### src/rtl/sp_pkg.sv
`timescale 1ns/1ps
package sp_pkg;
    localparam int unsigned MAX_LANES = 4;

    typedef enum logic [1:0] {
        LN_ONE      = 2'd0,
        LN_TWO      = 2'd1,
        LN_FOUR     = 2'd2,
        LN_FOUR_ALT = 2'd3
    } lane_mode_e;

    function automatic logic [2:0] lane_count(input lane_mode_e m);
        case (m)
            LN_ONE:  return 3'd1;
            LN_TWO:  return 3'd2;
            default: return 3'd4;
        endcase
    endfunction

    function automatic logic [MAX_LANES-1:0] lane_mask(input lane_mode_e m);
        case (m)
            LN_ONE:  return 4'b0001;
            LN_TWO:  return 4'b0011;
            default: return 4'b1111;
        endcase
    endfunction
endpackage

### src/rtl/sp_strobe_gen.sv
`timescale 1ns/1ps
module sp_strobe_gen #(
    parameter int NSRC   = 4,
    parameter int NPIN   = 4,
    parameter int STAGES = 2,
    localparam int SEL_W = $clog2(NSRC)
) (
    input  logic             clk,
    input  logic             rst_n,
    input  logic [NSRC-1:0]  src_i,
    input  logic [NPIN-1:0]  pin_i,
    input  logic [SEL_W-1:0] sel_i,
    output logic             strobe_o,
    output logic [NPIN-1:0]  pin_s_o
);
    localparam int W = NSRC + NPIN;

    typedef struct packed {
        logic [STAGES-1:0][W-1:0] chain;
        logic [NSRC-1:0]          last;
    } st_t;

    st_t q, d;
    logic [NSRC-1:0] srcs_s;

    always_comb begin
        d          = q;
        d.chain[0] = {pin_i, src_i};
        for (int s = 1; s < STAGES; s++) begin
            d.chain[s] = q.chain[s-1];
        end
        d.last = q.chain[STAGES-1][NSRC-1:0];
    end

    always_ff @(posedge clk or negedge rst_n) begin
        if (!rst_n) q <= '0;
        else        q <= d;
    end

    assign srcs_s   = q.chain[STAGES-1][NSRC-1:0];
    assign pin_s_o  = q.chain[STAGES-1][W-1:NSRC];
    assign strobe_o = srcs_s[sel_i] & ~q.last[sel_i];

    // a rising edge gives a single-cycle enable
    p_strobe_pulse_r2: assert property (@(posedge clk) disable iff (!rst_n)
        strobe_o |=> (!$stable(sel_i) || !strobe_o));
endmodule

### src/rtl/sp_capture.sv
`timescale 1ns/1ps
module sp_capture
    import sp_pkg::*;
#(
    parameter int WORD_W = 32,
    localparam int POS_W = $clog2(WORD_W) + 1,
    localparam int IDX_W = $clog2(WORD_W)
) (
    input  logic                 clk,
    input  logic                 rst_n,
    input  logic                 start_i,
    input  logic                 act_i,
    input  logic                 strobe_i,
    input  lane_mode_e           lanes_i,
    input  logic [MAX_LANES-1:0] pin_i,
    input  logic                 ready_i,
    output logic [WORD_W-1:0]    data_o,
    output logic                 valid_o,
    output logic                 ovf_o
);
    typedef struct packed {
        logic [WORD_W-1:0] acc;
        logic [WORD_W-1:0] data;
        logic              valid;
        logic [POS_W-1:0]  pos;
        logic              ovf;
    } st_t;

    st_t q, d;
    logic [POS_W-1:0] n_s;
    logic [POS_W-1:0] next_pos_s;

    assign n_s        = POS_W'(lane_count(lanes_i));
    assign next_pos_s = q.pos + n_s;

    always_comb begin
        d = q;
        if (q.valid && ready_i) d.valid = 1'b0;
        if (start_i) begin
            d.pos = '0;
            d.acc = '0;
            d.ovf = 1'b0;
        end else if (act_i && strobe_i) begin
            for (int i = 0; i < int'(MAX_LANES); i++) begin
                if (i < int'(n_s)) d.acc[IDX_W'(int'(q.pos) + i)] = pin_i[i];
            end
            d.pos = next_pos_s;
            if (next_pos_s == POS_W'(WORD_W)) begin
                if (!d.valid) begin
                    d.valid = 1'b1;
                    d.data  = d.acc;
                end else begin
                    d.ovf = 1'b1;
                end
                d.pos = '0;
                d.acc = '0;
            end
        end
    end

    always_ff @(posedge clk or negedge rst_n) begin
        if (!rst_n) q <= '0;
        else        q <= d;
    end

    assign data_o  = q.data;
    assign valid_o = q.valid;
    assign ovf_o   = q.ovf;

    // an offered word stays put until taken
    p_hold_word_r4: assert property (@(posedge clk) disable iff (!rst_n)
        valid_o && !ready_i |=> valid_o && $stable(data_o));
    // overflow flag is sticky until a new enable
    p_ovf_sticky_r5: assert property (@(posedge clk) disable iff (!rst_n)
        ovf_o && !start_i |=> ovf_o);
endmodule

### src/rtl/sp_playback.sv
`timescale 1ns/1ps
module sp_playback
    import sp_pkg::*;
#(
    parameter int WORD_W = 32,
    localparam int POS_W = $clog2(WORD_W) + 1,
    localparam int IDX_W = $clog2(WORD_W)
) (
    input  logic                 clk,
    input  logic                 rst_n,
    input  logic                 start_i,
    input  logic                 act_i,
    input  logic                 strobe_i,
    input  lane_mode_e           lanes_i,
    input  logic [WORD_W-1:0]    data_i,
    input  logic                 valid_i,
    output logic                 ready_o,
    output logic [MAX_LANES-1:0] pins_o,
    output logic                 unf_o
);
    typedef struct packed {
        logic [WORD_W-1:0]    hold_word;
        logic                 have;
        logic [POS_W-1:0]     pos;
        logic [MAX_LANES-1:0] pins;
        logic                 unf;
    } st_t;

    st_t q, d;
    logic [POS_W-1:0] n_s;
    logic [POS_W-1:0] next_pos_s;

    assign n_s        = POS_W'(lane_count(lanes_i));
    assign next_pos_s = q.pos + n_s;
    assign ready_o    = act_i & ~q.have;

    always_comb begin
        d = q;
        if (start_i) begin
            d.have = 1'b0;
            d.pos  = '0;
            d.pins = '0;
            d.unf  = 1'b0;
        end else begin
            if (act_i && strobe_i) begin
                if (q.have) begin
                    for (int i = 0; i < int'(MAX_LANES); i++) begin
                        d.pins[i] = (i < int'(n_s)) ? q.hold_word[IDX_W'(int'(q.pos) + i)] : 1'b0;
                    end
                    d.pos = next_pos_s;
                    if (next_pos_s == POS_W'(WORD_W)) begin
                        d.have = 1'b0;
                        d.pos  = '0;
                    end
                end else begin
                    d.unf = 1'b1;
                end
            end
            if (valid_i && ready_o) begin
                d.have      = 1'b1;
                d.hold_word = data_i;
                d.pos       = '0;
            end
        end
    end

    always_ff @(posedge clk or negedge rst_n) begin
        if (!rst_n) q <= '0;
        else        q <= d;
    end

    assign pins_o = q.pins;
    assign unf_o  = q.unf;

    // a starved strobe keeps the pins and raises the flag
    p_underflow_hold_r7: assert property (@(posedge clk) disable iff (!rst_n)
        act_i && strobe_i && !q.have && !start_i |=> $stable(pins_o) && unf_o);
    // a handshake fills the buffer
    p_load_fill_r9: assert property (@(posedge clk) disable iff (!rst_n)
        valid_i && ready_o && !start_i |=> !ready_o);
endmodule

### src/rtl/sp_packer_player.sv
`timescale 1ns/1ps
module sp_packer_player
    import sp_pkg::*;
#(
    parameter int WORD_W      = 32,
    parameter int NSRC        = 4,
    parameter int SYNC_STAGES = 2,
    localparam int SEL_W      = $clog2(NSRC)
) (
    input  logic                 clk,
    input  logic                 rst_n,
    input  logic                 en_i,
    input  logic                 dir_i,
    input  logic [1:0]           lanes_i,
    input  logic [SEL_W-1:0]     src_sel_i,
    input  logic [NSRC-1:0]      src_i,
    input  logic [MAX_LANES-1:0] pin_i,
    output logic [MAX_LANES-1:0] pin_o,
    output logic [MAX_LANES-1:0] pin_oe_o,
    output logic [WORD_W-1:0]    cap_data_o,
    output logic                 cap_valid_o,
    input  logic                 cap_ready_i,
    input  logic [WORD_W-1:0]    play_data_i,
    input  logic                 play_valid_i,
    output logic                 play_ready_o,
    output logic                 overflow_o,
    output logic                 underflow_o
);
    typedef struct packed {
        logic             en;
        logic             dir;
        lane_mode_e       lanes;
        logic [SEL_W-1:0] sel;
    } cfg_t;

    cfg_t q, d;
    logic start_s, run_s, strobe_s;
    logic [MAX_LANES-1:0] pin_s;

    always_comb begin
        d    = q;
        d.en = en_i;
        if (!en_i) begin
            d.dir   = dir_i;
            d.lanes = lane_mode_e'(lanes_i);
            d.sel   = src_sel_i;
        end
    end

    always_ff @(posedge clk or negedge rst_n) begin
        if (!rst_n) q <= '0;
        else        q <= d;
    end

    assign start_s  = en_i & ~q.en;
    assign run_s    = en_i & q.en;
    assign pin_oe_o = (q.en && q.dir) ? lane_mask(q.lanes) : '0;

    sp_strobe_gen #(.NSRC(NSRC), .NPIN(MAX_LANES), .STAGES(SYNC_STAGES)) u_strobe (
        .clk      (clk),
        .rst_n    (rst_n),
        .src_i    (src_i),
        .pin_i    (pin_i),
        .sel_i    (q.sel),
        .strobe_o (strobe_s),
        .pin_s_o  (pin_s)
    );

    sp_capture #(.WORD_W(WORD_W)) u_cap (
        .clk      (clk),
        .rst_n    (rst_n),
        .start_i  (start_s),
        .act_i    (run_s & ~q.dir),
        .strobe_i (strobe_s),
        .lanes_i  (q.lanes),
        .pin_i    (pin_s),
        .ready_i  (cap_ready_i),
        .data_o   (cap_data_o),
        .valid_o  (cap_valid_o),
        .ovf_o    (overflow_o)
    );

    sp_playback #(.WORD_W(WORD_W)) u_play (
        .clk      (clk),
        .rst_n    (rst_n),
        .start_i  (start_s),
        .act_i    (run_s & q.dir),
        .strobe_i (strobe_s),
        .lanes_i  (q.lanes),
        .data_i   (play_data_i),
        .valid_i  (play_valid_i),
        .ready_o  (play_ready_o),
        .pins_o   (pin_o),
        .unf_o    (underflow_o)
    );

    // configuration frozen while enabled
    p_cfg_frozen_r1: assert property (@(posedge clk) disable iff (!rst_n)
        en_i |=> $stable(q.dir) && $stable(q.lanes) && $stable(q.sel));
    // flags cleared on the first enabled cycle
    p_start_clear_r8: assert property (@(posedge clk) disable iff (!rst_n)
        start_s |=> !overflow_o && !underflow_o);
endmodule

### config.mk
export PLATFORM = sky130hd
export DESIGN_NAME = sp_packer_player
export DESIGN_NICKNAME = d
export VERILOG_FILES = /design/src/rtl/sp_pkg.sv /design/src/rtl/sp_strobe_gen.sv /design/src/rtl/sp_capture.sv /design/src/rtl/sp_playback.sv /design/src/rtl/sp_packer_player.sv
export SDC_FILE = /design/constraint.sdc
export NUM_CORES = 1
export LEC_CHECK = 0
export CAP_MARGIN = 20
export CORE_UTILIZATION = 35
export CTS_BUF_LIST = sky130_fd_sc_hd__clkbuf_2
export DETAILED_ROUTE_END_ITERATION = 6
export PLACE_DENSITY = 0.54
export SYNTH_ARGS = -nofsm -noshare
export SYNTH_HDL_FRONTEND = slang
export SYNTH_SLANG_ARGS = --single-unit
### constraint.sdc
create_clock -name clk -period 4.4 [get_ports clk]
set_clock_uncertainty 0.1 [all_clocks]
set_input_delay 1.32 -clock clk [delete_from_list [all_inputs] [get_ports clk]]
set_output_delay 1.32 -clock clk [all_outputs]
set_load 0.01 [all_outputs]
==> impl_metrics.toml <==
[clock_network]
clock_latency_ns = 0.75
clockBufferDepth = 2
cts.sinks = 142
clock-root-buffer = "clkbuf_2"
cts_resized = 0
cts_tree = "done"
cts_buffers = 17
cts_hold_buf = 0
path_clk_slew_ns = 0.31
cts_setup_buffers = 0
cts_max_level = 4

[logic_synthesis]
yosys_register_bits = 142
ys_seq_area_frac = 0.4065
ys_warn_count = 0
synthCells = 817
yosysUniqueCellTypes = 81
syn_area_mm2 = 0.008742
avgSynthCellArea_um2 = 10.70
ys_async_sr_fraction = 1.000
synthFlopType = "dfrtp_1"
synth_edf_count = 0
synth.net_count = 882

[routing]
final_antenna_net_count = 0
vias = 6484
wl_um = 22490
vias_per_cell = 5.417
avgRoutedWirePerCell_um = 18.79
first_pass_iters = 5
drt_iter0_drc = 491
route.detailed.drc = 0

[timing]
fin_hold_ws_ns = 0.2740
finalSetupViolCount = 0
setup_tns_ns = 0
fin_ws_ns = 0.3212
rsz0062_at_grt = "false"
hold_viol_final = 0
max_freq_ghz = 0.2452
tightest_slew_ns = 0.8921
min_period_ns = 4.079
period_share = 0.9270
report.final.slew_viol_count = 0
slew_headroom = 0.3990

[place]
numPortBuffers = 93
placed_cell_area_mm2 = 0.009662
dp_hpwl_um = 15830
gp_congestion = 0.9541
place_ws_ns = 0.4191

[hold_path]
min_path_type = "flip-flop to flip-flop"

[worst_setup_path]
crit_path_start_kind = "flip-flop"
arrival_ns = 2.66
path_class = "flip-flop to output port"
worst_setup_path_end_kind = "output port"
critPathRequiredTime_ns = 2.98
worst-path-max-fanout = 7

[power]
vdd_ir_drop_max_v = 0.0001616
power.density_mw_per_mm2 = 321.5
leakagePower_nw = 4.139

[die]
row_count = 57
die-height_um = 160.0
fp.dieArea_mm2 = 0.02561
start_util = 0.3584
die_x_um = 160.0
core_mm2 = 0.02439
pin_count = 94

[global_routing]
grt_start_max_net_pins = 105
grt_first_pass_wirelength_um = 36220
grt_pass1_vias = 6203
antenna_found_initial = 0
overflow = 0
grt_usage = 0.1818

[flow_run]
drv_cap = 0

[final_layout]
multiInputGateArea_mm2 = 0.004571
regArea_mm2 = 0.003556
area_growth_pct = 14.30
fin_area_mm2 = 0.009992
drive_above_1_share = 0.1959
nFillCells = 2414
nNetsFinal = 925
antenna_cells = 0

[outcome]
outcome = "finished clean"
final cells by class:
cell class,count,share of cell area
Timing Repair Buffer,115,0.1118
Multi-Input combinational cell,571,0.4574
Inverter,13,0.004884
Sequential cell,142,0.3559
Tap cell,324,0.04057
Clock buffer,17,0.008515
Clock inverter,15,0.02091
cells in the mapped netlist (4+ instances only):
master,count,area share
nor2_1,41,0.018
nor2b_1,9,0.0064
clkbuf_1,18,0.0077
nand4_1,4,0.0029
ha_1,13,0.019
o22ai_1,4,0.0029
a31oi_1,8,0.0057
mux2_2,42,0.054
dfrtp_1,142,0.41
buf_1,5,0.0021
buf_6,6,0.0077
o31ai_1,9,0.0077
nand2_1,109,0.047
buf_2,17,0.0097
and3_1,23,0.016
o211a_1,5,0.0057
and2_1,4,0.0029
buf_4,45,0.039
a32oi_1,5,0.0050
a22oi_1,10,0.0086
xnor2_1,11,0.011
xor2_1,7,0.0070
a21oi_1,22,0.013
o21ai_1,19,0.011
o21ai_0,26,0.015
o211ai_1,4,0.0034
a21o_1,6,0.0052
nand3_1,14,0.0080
o21a_1,4,0.0034
mux2i_1,25,0.029
nor3_2,4,0.0046
nor3_1,19,0.011
mux4_2,39,0.10
inv_1,12,0.0052
nand2b_1,11,0.0079
state kept, by name, indices dropped and copies added, names as in the netlist:
register / flops
u_play.q: 39
u_cap.valid_o: 1
u_cap.q: 38
u_cap.ovf_o: 1
q: 6
u_strobe.q: 4
u_cap.data_o: 32
u_strobe.pin_s_o: 4
u_play.pins_o: 4
u_play.unf_o: 1
u_strobe.d: 12
metrics by stage:
step,total power [W],utilization,instances
after floorplan,0.002099,-,817
after global placement,0.002341,0.3961,1164
after detailed placement,0.002355,0.3961,1164
after CTS,0.003245,0.4082,1196
after global routing,0.003395,0.4097,1197
final,0.003212,0.4097,1197
cell families after synthesis:
kind of cell	count (synthesis)	share of synthesized area
fa+ha+maj	15	0.02319
simple gates	274	0.1655
compound gates	157	0.1302
buf+inv	104	0.07156
flops	142	0.4065
mux	106	0.1832
xor+xnor	19	0.01989
worst paths after layout:
check | from | endpoint | slack (ns) | cells past startpoint
max in group asynchronous | rst_n | u_cap.data_o[4]$_DFFE_PN0P_ | 2.89 | 3
setup / recovery | q[3]$_DFFE_PN0N_ | pin_oe_o[3] | 0.32 | 7
min in group asynchronous | rst_n | u_play.q[36]$_DFFE_PN0P_ | 0.30 | 1
hold reg to reg | u_strobe.d[19]$_DFF_PN0_ | u_strobe.pin_s_o[3]$_DFF_PN0_ | 0.27 | 0
setup reg to reg | q[3]$_DFFE_PN0N_ | u_cap.data_o[12]$_DFFE_PN0P_ | 1.05 | 9
hold / removal | u_strobe.d[19]$_DFF_PN0_ | u_strobe.pin_s_o[3]$_DFF_PN0_ | 0.27 | 0
worst max-delay path, cell delays in order (launching register included):
cell	delay, ns
dfrtp_2	0.50
nor2_4	0.07
buf_4	0.18
inv_1	0.06
ha_2	0.26
inv_1	0.15
nor2_1	0.16
clkdlybuf4s50_1	0.55
per-layer routing:
| layer | global-route usage | part of all wire | vias up |
|---|---|---|---|
| li1 | - | - | 3056 |
| met1 | 0.2703 | 0.48 | 3234 |
| met2 | 0.2694 | 0.45 | 178 |
| met3 | 0.03974 | 0.058 | 16 |
| met4 | 0.03810 | 0.0088 | 0 |
| met5 | 0 | 0 | - |
power by group:
part / internal, W / switching [W] / total [W]
Sequential: 0.00143 / 0.000150 / 0.00158
Clock: 0.000215 / 0.000657 / 0.000872
Combinational: 0.000432 / 0.000331 / 0.000763
Total: 0.00207 / 0.00114 / 0.00321
placed cells by master, fill, tap and decap left out, types with 7 or more instances in the layout:
cell,Yosys,final
nor2_1,41,41
clkdlybuf4s50_1,0,92
dfrtp_1,142,140
o31ai_1,9,9
a22oi_1,10,10
inv_1,12,12
nand2b_1,11,11
buf_4,45,21
a21oi_1,22,22
mux4_2,39,39
xnor2_1,11,11
and3_1,23,23
nor3_1,19,19
xor2_1,7,7
nor2b_1,9,9
a31oi_1,8,8
nand2_1,109,109
clkinv_8,0,8
nand3_1,14,14
mux2i_1,25,25
clkbuf_2,0,17
ha_1,13,12
mux2_2,42,42
o21ai_1,19,19
o21ai_0,26,26
Note: power is estimated with default switching activity, not from simulation.
